## config.mk

```make
export PLATFORM = sky130hd
export DESIGN_NAME = atomic_mem_arbiter
export DESIGN_NICKNAME = d
export VERILOG_FILES = /design/src/rtl/atomic_arb_pkg.sv /design/src/rtl/arb_rr_pick.sv /design/src/rtl/arb_rmw_alu.sv /design/src/rtl/atomic_mem_arbiter.sv
export SDC_FILE = /design/constraint.sdc
export NUM_CORES = 1
export LEC_CHECK = 0
export BUFFER_PORTS_ARGS = -buffer_cell sky130_fd_sc_hd__buf_2
export CAP_MARGIN = 20
export CORE_ASPECT_RATIO = 1.25
export CORE_MARGIN = 1.5
export CORE_UTILIZATION = 47
export CTS_CLUSTER_DIAMETER = 150
export DETAILED_ROUTE_END_ITERATION = 6
export HOLD_SLACK_MARGIN = 0.06
export PLACE_DENSITY = 0.82
export SETUP_SLACK_MARGIN = 0.05
export SLEW_MARGIN = 0
export SYNTH_ARGS = -nofsm -noshare
export SYNTH_HDL_FRONTEND = slang
export SYNTH_SLANG_ARGS = --single-unit
```

## constraint.sdc

```tcl
create_clock -name clk_i -period 5.16 [get_ports clk_i]
set_input_delay 1.032 -clock clk_i [delete_from_list [all_inputs] [get_ports clk_i]]
set_output_delay 1.032 -clock clk_i [all_outputs]
set_load 0.03 [all_outputs]
```

## src/rtl/atomic_arb_pkg.sv

```systemverilog
package atomic_arb_pkg;

  typedef enum logic [2:0] {
    OP_RD   = 3'd0,
    OP_WR   = 3'd1,
    OP_SWAP = 3'd2,
    OP_ADD  = 3'd3,
    OP_AND  = 3'd4,
    OP_OR   = 3'd5,
    OP_XOR  = 3'd6,
    OP_CAS  = 3'd7
  } arb_op_e;

  typedef enum logic [1:0] {
    ST_IDLE,
    ST_XFER,
    ST_RD,
    ST_WR
  } arb_st_e;

  function automatic logic op_is_rmw(arb_op_e op);
    return (op >= OP_SWAP);
  endfunction

endpackage

```

## src/rtl/arb_rr_pick.sv

```systemverilog
module arb_rr_pick #(
  parameter int N_MST = 3,
  localparam int IW = (N_MST > 1) ? $clog2(N_MST) : 1
) (
  input  logic [N_MST-1:0] req_i,
  input  logic [IW-1:0]    ptr_i,
  output logic             vld_o,
  output logic [IW-1:0]    idx_o
);

  int cand;

  always_comb begin
    vld_o = 1'b0;
    idx_o = '0;
    cand  = 0;
    for (int k = 0; k < N_MST; k++) begin
      cand = (int'(ptr_i) + k) % N_MST;
      if (!vld_o && req_i[cand]) begin
        vld_o = 1'b1;
        idx_o = IW'(cand);
      end
    end
  end

endmodule

```

## src/rtl/arb_rmw_alu.sv

```systemverilog
module arb_rmw_alu
  import atomic_arb_pkg::*;
#(
  parameter int DW = 32
) (
  input  arb_op_e       op_i,
  input  logic [DW-1:0] old_i,
  input  logic [DW-1:0] opnd_i,
  input  logic [DW-1:0] cmp_i,
  output logic [DW-1:0] new_o,
  output logic          wr_en_o
);

  always_comb begin
    unique case (op_i)
      OP_SWAP: new_o = opnd_i;
      OP_ADD:  new_o = old_i + opnd_i;
      OP_AND:  new_o = old_i & opnd_i;
      OP_OR:   new_o = old_i | opnd_i;
      OP_XOR:  new_o = old_i ^ opnd_i;
      OP_CAS:  new_o = opnd_i;
      default: new_o = old_i;
    endcase
    wr_en_o = (op_i == OP_CAS) ? (old_i == cmp_i) : 1'b1;
  end

endmodule

```

## src/rtl/atomic_mem_arbiter.sv

```systemverilog
module atomic_mem_arbiter
  import atomic_arb_pkg::*;
#(
  parameter int N_MST = 3,
  parameter int DW    = 32,
  parameter int AW    = 8,
  localparam int IW   = (N_MST > 1) ? $clog2(N_MST) : 1
) (
  input  logic               clk_i,
  input  logic               rst_ni,
  input  logic [N_MST-1:0]   req_valid_i,
  output logic [N_MST-1:0]   req_ready_o,
  input  logic [N_MST*3-1:0] req_op_i,
  input  logic [N_MST-1:0]   req_lock_i,
  input  logic [N_MST*AW-1:0] req_addr_i,
  input  logic [N_MST*DW-1:0] req_wdata_i,
  input  logic [N_MST*DW-1:0] req_cmp_i,
  output logic [N_MST-1:0]   rsp_done_o,
  output logic [DW-1:0]      rsp_rdata_o,
  output logic [N_MST-1:0]   irq_ready_o,
  output logic               bus_lock_o,
  output logic               mem_valid_o,
  input  logic               mem_ready_i,
  output logic               mem_we_o,
  output logic [AW-1:0]      mem_addr_o,
  output logic [DW-1:0]      mem_wdata_o,
  input  logic [DW-1:0]      mem_rdata_i
);

  arb_st_e         state_q;
  logic [IW-1:0]   gnt_q, ptr_q, ptr_nxt;
  logic            lock_q;
  logic [DW-1:0]   old_q, rdata_q;
  logic [N_MST-1:0] done_q;

  arb_op_e         op_a   [N_MST];
  logic [AW-1:0]   addr_a [N_MST];
  logic [DW-1:0]   wdat_a [N_MST];
  logic [DW-1:0]   cmp_a  [N_MST];
  logic [N_MST-1:0] own_oh;

  for (genvar g = 0; g < N_MST; g++) begin : g_unpack
    assign op_a[g]   = arb_op_e'(req_op_i[g*3 +: 3]);
    assign addr_a[g] = req_addr_i[g*AW +: AW];
    assign wdat_a[g] = req_wdata_i[g*DW +: DW];
    assign cmp_a[g]  = req_cmp_i[g*DW +: DW];
    assign own_oh[g] = (gnt_q == IW'(g));
  end

  arb_op_e       sel_op;
  logic [AW-1:0] sel_addr;
  logic [DW-1:0] sel_wdat, sel_cmp;
  logic          sel_lock;

  assign sel_op   = op_a[gnt_q];
  assign sel_addr = addr_a[gnt_q];
  assign sel_wdat = wdat_a[gnt_q];
  assign sel_cmp  = cmp_a[gnt_q];
  assign sel_lock = req_lock_i[gnt_q];

  // while locked only the owner may be picked
  logic [N_MST-1:0] pick_req;
  logic             pick_vld;
  logic [IW-1:0]    pick_idx;

  assign pick_req = lock_q ? (req_valid_i & own_oh) : req_valid_i;

  arb_rr_pick #(.N_MST(N_MST)) u_pick (
    .req_i (pick_req),
    .ptr_i (ptr_q),
    .vld_o (pick_vld),
    .idx_o (pick_idx)
  );

  logic [DW-1:0] alu_old, alu_new;
  logic          alu_wr_en;

  assign alu_old = (state_q == ST_RD) ? mem_rdata_i : old_q;

  arb_rmw_alu #(.DW(DW)) u_alu (
    .op_i    (sel_op),
    .old_i   (alu_old),
    .opnd_i  (sel_wdat),
    .cmp_i   (sel_cmp),
    .new_o   (alu_new),
    .wr_en_o (alu_wr_en)
  );

  logic          beat, done_now;
  logic [DW-1:0] rdata_now;

  always_comb begin
    mem_valid_o = (state_q != ST_IDLE);
    mem_we_o    = (state_q == ST_WR) || ((state_q == ST_XFER) && (sel_op == OP_WR));
    mem_addr_o  = sel_addr;
    mem_wdata_o = (state_q == ST_WR) ? alu_new : sel_wdat;
    beat        = mem_valid_o && mem_ready_i;
    unique case (state_q)
      ST_XFER: done_now = beat;
      ST_RD:   done_now = beat && !alu_wr_en;  // compare miss ends early
      ST_WR:   done_now = beat;
      default: done_now = 1'b0;
    endcase
    unique case (state_q)
      ST_XFER: rdata_now = (sel_op == OP_RD) ? mem_rdata_i : '0;
      ST_RD:   rdata_now = mem_rdata_i;
      default: rdata_now = old_q;
    endcase
  end

  assign ptr_nxt     = (gnt_q == IW'(N_MST - 1)) ? '0 : gnt_q + 1'b1;
  assign req_ready_o = done_now ? own_oh : '0;

  always_ff @(posedge clk_i or negedge rst_ni) begin
    if (!rst_ni) begin
      state_q <= ST_IDLE;
      gnt_q   <= '0;
      ptr_q   <= '0;
      lock_q  <= 1'b0;
      old_q   <= '0;
      rdata_q <= '0;
      done_q  <= '0;
    end else begin
      done_q <= req_ready_o;
      if (done_now) rdata_q <= rdata_now;
      unique case (state_q)
        ST_IDLE: begin
          if (pick_vld) begin
            gnt_q   <= pick_idx;
            state_q <= op_is_rmw(op_a[pick_idx]) ? ST_RD : ST_XFER;
            lock_q  <= lock_q | op_is_rmw(op_a[pick_idx]) | req_lock_i[pick_idx];
          end
        end
        ST_RD: begin
          if (beat) begin
            old_q <= mem_rdata_i;
            if (alu_wr_en) state_q <= ST_WR;
          end
        end
        default: ;
      endcase
      if (done_now) begin
        state_q <= ST_IDLE;
        lock_q  <= sel_lock;
        if (!sel_lock) ptr_q <= ptr_nxt;
      end
    end
  end

  for (genvar g = 0; g < N_MST; g++) begin : g_irq
    assign irq_ready_o[g] = !(lock_q && own_oh[g]);
  end

  assign bus_lock_o  = lock_q;
  assign rsp_done_o  = done_q;
  assign rsp_rdata_o = rdata_q;

endmodule

```

# Word-level counts from Yosys, hierarchy flattened
# Index checks and enable logic that the tools add are counted.
# word_totals
ff_bits	74
in_bits	266
elab_cells	129
# classes
add_sub_neg	4
div	3
order_cmp	8
eq_ne	16
mux	53
bitwise_logic	9
n_reduce_logical	29
# ops
cell	n
2-to-1 mux 32 bit	7
case mux 32 bit (5 select lines)	1
binary-select mux 32 bit (select 2 bit)	2
< comparator 32 x 4 -> 1 bit (second input constant)	3
remainder unit 32 x 3 -> 32 bit (second input constant)	2
case mux 32 bit (2 select lines)	1
adder 32 bit	1
AND 32 bit	1
== test 32 bit	1
remainder unit 3 x 3 -> 32 bit (second input constant)	1
bitwise OR 32 bit	1
XOR 32 bit	1
2-to-1 mux 2 bit	9
2-to-1 mux 3 bit	6
binary-select mux 8 bit (select 2 bit)	1
2-to-1 mux 8 bit	2
2-to-1 mux 1 bit	15
binary-select mux 3 bit (select 2 bit)	2
== test 3 bit (second input constant)	4
binary-select mux 1 bit (select 2 bit)	5
!= test 3 bit (second input constant)	3
logical AND 1 bit	8
AND reduction 2 bit	4
== test 2 bit (second input constant)	3
other kinds (23)	38

# Depth between registers and ports, before layout
# depth
ltp_word	23
ltp_mapped	19

# Hierarchy
# Synthesis repeated with hierarchy kept, for this count alone.
# hier_totals
hier_cells	1456
area_unflattened_um2	10807.9
# modules_own_cells
mod	instances	cells_per_inst	area_per_inst_um2	seq_area_each_um2
atomic_mem_arbiter	1	735	6169.7	1851.8
arb_rmw_alu	1	689	4386.7	0.0
arb_rr_pick	1	32	251.5	0.0

# Least setup slack after synthesis
# No wires, ideal clock.
# synth_timing
path_type	register to output
from	register gnt_q[0]
to	output mem_wdata_o[28]
arrival_ns	5.218
path_slack_ns	-1.090
stages_incl_launch_ff	20
n_path_buf	6
cell_sequence	dfrtp_1 -> buf_6 -> buf_4 -> buf_2 -> buf_2 -> buf_2 -> buf_2 -> mux2i_1 -> nor2_1 -> a21oi_1 -> inv_1 -> ha_1 -> ha_1 -> o21bai_1 -> a41o_1 -> o31ai_1 -> o31ai_2 -> a31oi_1 -> nor4_1 -> o41ai_1
# synth_between
elab_chain_cells	8
# synth_lines
element	line	text
from (decl)	atomic_mem_arbiter.sv:31	logic [IW-1:0] gnt_q, ptr_q, ptr_nxt;
from (signal assigned)	atomic_mem_arbiter.sv:129	gnt_q <= pick_idx;
inverter 2 -> 3 bit (implied by the code) *	atomic_mem_arbiter.sv:55, atomic_mem_arbiter.sv:57	
branches (longest 6 deep; another with adder 32 bit)	-	
2-to-1 mux 32 bit *	atomic_mem_arbiter.sv:96	mem_wdata_o = (state_q == ST_WR) ? alu_new : sel_wdat;
to (decl)	atomic_mem_arbiter.sv:26	output logic [DW-1:0] mem_wdata_o,
# Mark *: on every way between the ends. The select of a mux whose other input is x is not followed.

# Worst setup path in the final report
# layout_timing
from	register state_q[0]
to	output mem_wdata_o[31]
# layout_between
elab_chain_cells	5
# layout_lines
element	line	text
from (decl)	atomic_mem_arbiter.sv:30	arb_st_e state_q;
from (signal assigned)	atomic_mem_arbiter.sv:130	state_q <= op_is_rmw(op_a[pick_idx]) ? ST_RD : ST_XFER;
== test 2 bit	atomic_mem_arbiter.sv:78	assign alu_old = (state_q == ST_RD) ? mem_rdata_i : old_q;
2-to-1 mux 32 bit	atomic_mem_arbiter.sv:78	
adder 32 bit, or another cell as far along	arb_rmw_alu.sv:17	OP_ADD: new_o = old_i + opnd_i;
case mux 32 bit (5 select lines)	arb_rmw_alu.sv:15	unique case (op_i)
2-to-1 mux 32 bit *	atomic_mem_arbiter.sv:96	
# Every way passes the cells marked *; elsewhere a longest branch is shown, timed or not.

==> results.md <==
- The flow ran to the end, but the final reports show violations.
- The checks that failed: DRC.
- The final layout contains 2031 nets.
- The via count normalized by instance count is 6.151.
- For hold timing, the worst endpoint is old_q[0]$_DFFE_PN0P_.
- The critical path's most frequent cell is a21o_1.
- Each instance of the synthesized netlist takes up on average 7.621 sq um.
- In the finished design, the share of the clock period the worst path needs comes to 0.9713.
- For this configuration, the core starts out at a cell density of 0.4838.
- The area of the die is 21800 sq um.
- The signal on the critical path passes through inv_2 -> ha_4 -> mux2i_4 -> buf_4 -> inv_1 -> ha_1 -> a21o_1 -> a211oi_2 -> o21bai_1 -> a21o_1 -> a2111oi_4 -> a21oi_2 -> a41o_1 -> or3_1 -> nand3_2 -> buf_6.
- The final global-route overflow total is 0.
- Entering global routing, the biggest net connects 75 pins.
- The initial antenna violation count came to 3.
- The number of remaining DRC errors is 1.
- The instance count along the most critical hold path is 1.
- The Yosys step of the flow raised 0 warnings.
- The hold violation count in the final report is 0.
- The number of cells on the worst reg-to-reg path is 11.
- The global placement routability congestion is 0.9707.
- The overall routed net length is 42930 um.
- The gate count after technology mapping is 1290.
- The number of iterations in the first detailed-routing pass is 7.
- The number of max-slew violations in the final report is 0.
- Derived from the worst setup path, the maximum achievable clock frequency is 199.5 MHz.
- The terminus of the critical flop-to-flop path is rsp_rdata_o[31]$_DFFE_PN0P_.
- The critical path contains buffers and inverters numbering 4 combined.
- The total half-perimeter wirelength after legalization and detailed placement is 33040 um.
- Setup slack on the worst reg-to-reg path comes out at 0.93 ns.
- The post-detailed-route count of antenna-violating nets is 0.
- The worst-path cell with the longest stage delay is dfrtp_1.
- The worst ir drop on vdd is 377.4 uV.
- The final period demand of the worst path is 5.012 ns.
- In this run the tightest slew margin relative to its limit is 0.3138.
- Relative to the synthesized area, the layout overhead comes to 35.57%.
- The row count is 58.
- The start point of the worst hold path is old_q[0]$_DFFE_PN0P_.
- The largest stage delay on the critical path is 0.43 ns.
- The dominant synthesized flop cell is dfrtp_1.
- The leakage power is 0.006179 uW.
- For this run, the total global-route usage over all layers was measured as 0.3707.
- The count of buffers added on input and output ports is 349.
- Of the cells placed in the final design, the portion with a size suffix greater than 1 is 0.3562.
- The number of fill cells is 1717.
- STA classifies the critical path endpoint as an output port.
- TritonCTS built the clock tree.
- The ratio of total power to cell area is 798.1 nW/um^2.
- The critical path in this run is classified as register to output port.
- The final worst clock skew is 0.008205 ns.
- In this run, synthesis produced a sequential element count of 74.
- Counting the buffers created by CTS gives 9.
- The beginning of the worst register-to-register path is gnt_q[0]$_DFFE_PN0P_.
- The first global-routing pass estimated 63080 um of wire.
- The total I/O pin count is 350.
- Synthesis produced a netlist with a net count of 1622.
- The instance area at placement is 12600 sq um.
- The maximum fanout count along the critical path is 7.
- The number of clock sinks is 74.
- The number of global-route vias before repair is 11610.
- The number of distinct standard cells referenced by the synthesized netlist is 72.
- The transition time of the tightest slew-check pin is 1.025 ns.
- The cell area after layout is 13330 sq um.
- Counting flops with an async set or reset pin after synthesis yields a share of 1.000.
- For this run, the register share of the synthesized area comes to 0.1884.
- Setup repair after global routing could not meet its margin everywhere.
- The longest clock path from root to sink contains 2 buffers.
- The average wire length per cell after detail routing is 21.72 um.
- The H-tree was split into 3 levels.
- The vias after detailed routing is 12160.
- For the worst setup path, the data arrival time is 3.98 ns.
- STA classifies the critical path startpoint as a register.
- The required time of the critical path is 4.13 ns.
- The clock-pin slew on the worst setup and hold paths is 0.06 ns.
- The count of final setup violators is 0.
- The area of the core is 20320 sq um.
- The root buffer cell chosen for the clock tree is clkbuf_16.
- In this run the worst hold path is classified as register to register.
- The detailed router's first-iteration violation count is 1241.
- Measured along the x axis, the die boundary spans 132.4 um.
- The max-cap violation count is 0.
- After synthesis the cells add up to 9831 sq um.
- Yosys mapped a number of flops with a built-in enable equal to 0.
- In this run, post-CTS hold repair placed 0 buffers.
- The share of the core filled with cells is 0.6559.
- On the critical path the largest part of the delay comes from compound AO/OA/AOI/OAI gates.
- The die is 164.7 um tall.
- At the later pin of the worst-skew pair, clock insertion delay measures 0.34 ns.
cell usage in the layout, fill, tap and decap left out, types with 8 or more instances in the layout:
| cell | n |
|---|---|
| mux2i_1 | 105 |
| a211oi_1 | 11 |
| nand3_1 | 15 |
| o22ai_1 | 19 |
| clkbuf_16 | 11 |
| dfrtp_1 | 72 |
| buf_4 | 143 |
| a221oi_1 | 9 |
| o21ai_0 | 80 |
| o211ai_1 | 12 |
| xnor2_1 | 42 |
| inv_1 | 73 |
| ha_1 | 62 |
| buf_2 | 339 |
| o221ai_1 | 12 |
| a22oi_1 | 13 |
| a31oi_1 | 11 |
| mux2_2 | 35 |
| o2bb2ai_1 | 28 |
| a21oi_2 | 8 |
| nand2_1 | 93 |
| nor4_1 | 8 |
| nor2b_1 | 35 |
| a21o_1 | 22 |
| nor3_1 | 12 |
| nand4_1 | 10 |
| xor2_1 | 8 |
| a21oi_1 | 140 |
| nor2_1 | 118 |
worst reg2reg max path: stages, from the launching register on:
cell and delay, ns:
dfrtp_4 0.52, buf_4 0.15, buf_6 0.42, mux2i_1 0.49
o2bb2ai_2 0.30, nor2_1 0.51, buf_12 0.27, a31oi_1 0.13
nor2b_2 0.81, buf_4 0.31, a21oi_1 0.10, a21oi_1 0.15
synthesized netlist by cell type, drive strengths merged, types with 3 or more instances:
cell type | instances | area, sq um
nand3b | 6 | 45.04
inv | 75 | 281.5
a22o | 4 | 35.03
xnor2 | 42 | 367.9
mux2 | 36 | 409.1
o21bai | 7 | 52.55
ha | 66 | 825.8
o2bb2ai | 30 | 269.0
nand2 | 93 | 349.1
buf | 36 | 207.7
nor3b | 3 | 22.52
a221oi | 10 | 87.58
o22ai | 19 | 118.9
o32ai | 3 | 26.28
a31o | 3 | 26.28
a2bb2oi | 3 | 32.53
o21a | 7 | 52.55
o31ai | 12 | 95.09
clkbuf | 58 | 217.7
a31oi | 13 | 81.33
nand3 | 17 | 85.08
o221ai | 13 | 113.9
a22oi | 13 | 97.59
o21ai | 86 | 430.4
nor3 | 12 | 60.06
nor4 | 9 | 56.30
and2 | 5 | 31.28
nor2 | 118 | 442.9
xor2 | 8 | 70.07
nor2b | 37 | 231.5
and3 | 7 | 43.79
a21o | 22 | 165.2
o211ai | 12 | 90.09
a211oi | 13 | 97.59
a221o | 7 | 70.07
a211o | 3 | 26.28
a21oi | 148 | 740.7
mux2i | 113 | 1131
a311oi | 5 | 43.79
nand4 | 10 | 62.56
dfrtp | 74 | 1852
metrics by stage:
step / instances / hold WS [ns] / setup TNS, ns / total power (uW) / setup slack [ns]
3_5_place_dp: 1937 / 0.5087 / -0.3022 / 9361 / -0.1306
5_1_grt: 1977 / 0.5395 / -0.02875 / 11300 / -0.02875
6_report: 1977 / 0.5200 / 0 / 10640 / 0.1479
4_1_cts: 1956 / 0.5244 / 0 / 10110 / 0.01355
2_1_floorplan: 1290 / 0.4900 / 0 / 6554 / 0.05790
3_3_place_gp: 1937 / 0.4999 / -0.1024 / 9222 / -0.06820
worst max-delay path by stage:
stage          cells after the start              end  slack, ns              startpoint
2_1_floorplan                     19  mem_wdata_o[22]       0.06    gnt_q[0]$_DFFE_PN0P_
3_3_place_gp                      16  mem_wdata_o[31]      -0.07          req_wdata_i[8]
3_5_place_dp                      16  mem_wdata_o[31]      -0.13          req_wdata_i[8]
4_1_cts                           16  mem_wdata_o[30]       0.01  state_q[0]$_DFFE_PN0P_
5_1_grt                           17  mem_wdata_o[31]      -0.03  state_q[0]$_DFFE_PN0P_
6_report                          16  mem_wdata_o[31]       0.15  state_q[0]$_DFFE_PN0P_
where the power goes:
group | total (uW) | internal [uW] | switching [uW] | leakage [uW]
sequential | 1080 | 876 | 204 | 0.000869
clock | 603 | 343 | 260 | 0.000132
combinational | 8950 | 3540 | 5410 | 0.00518
registers in the layout (all words and copies together) (netlist names):
signal / cells
state_q: 2
gnt_q: 2
rsp_rdata_o: 32
old_q: 32
bus_lock_o: 1
ptr_q: 2
rsp_done_o: 3
timing repair:
item | 4_1_cts | 5_1_grt
gates cloned | 0 | 2
gates resized for setup | 12 | 50
endpoints found under the setup margin | 15 | 22
buffers inserted | 3 | 16
pin swaps | 2 | 18
kinds of logic after synthesis:
| family | share of synthesized area |
|---|---|
| adders and majority gates | 0.08604 |
| AOI/OAI and AO/OA | 0.3019 |
| muxes | 0.1567 |
| xor gates and xnor gates | 0.04455 |
| DFF | 0.1884 |
| and+or+nand+nor | 0.1506 |
| buffers and inverters | 0.07191 |
layer usage:
layer / part of all wire / vias up / track usage / routed length (um)
li1: - / 5568 / - / -
met1: 0.37 / 5667 / 0.4458 / 16040
met2: 0.47 / 741 / 0.6233 / 20170
met3: 0.080 / 184 / 0.05003 / 3433
met4: 0.077 / 0 / 0.2458 / 3291
met5: 0 / - / 0 / 0
final cells by class:
cell class,instances,area [sq um],area share
clock inverter,6,48.80,0.003661
antenna,3,7.507,0.0005633
sequential,74,1859,0.1395
tap,270,337.8,0.02535
inverter,75,281.5,0.02112
timing repair buffer,492,2938,0.2204
multi-input combinational,1047,7616,0.5714
clock buffer,10,239.0,0.01793
Power figures use the tool's default switching activity.
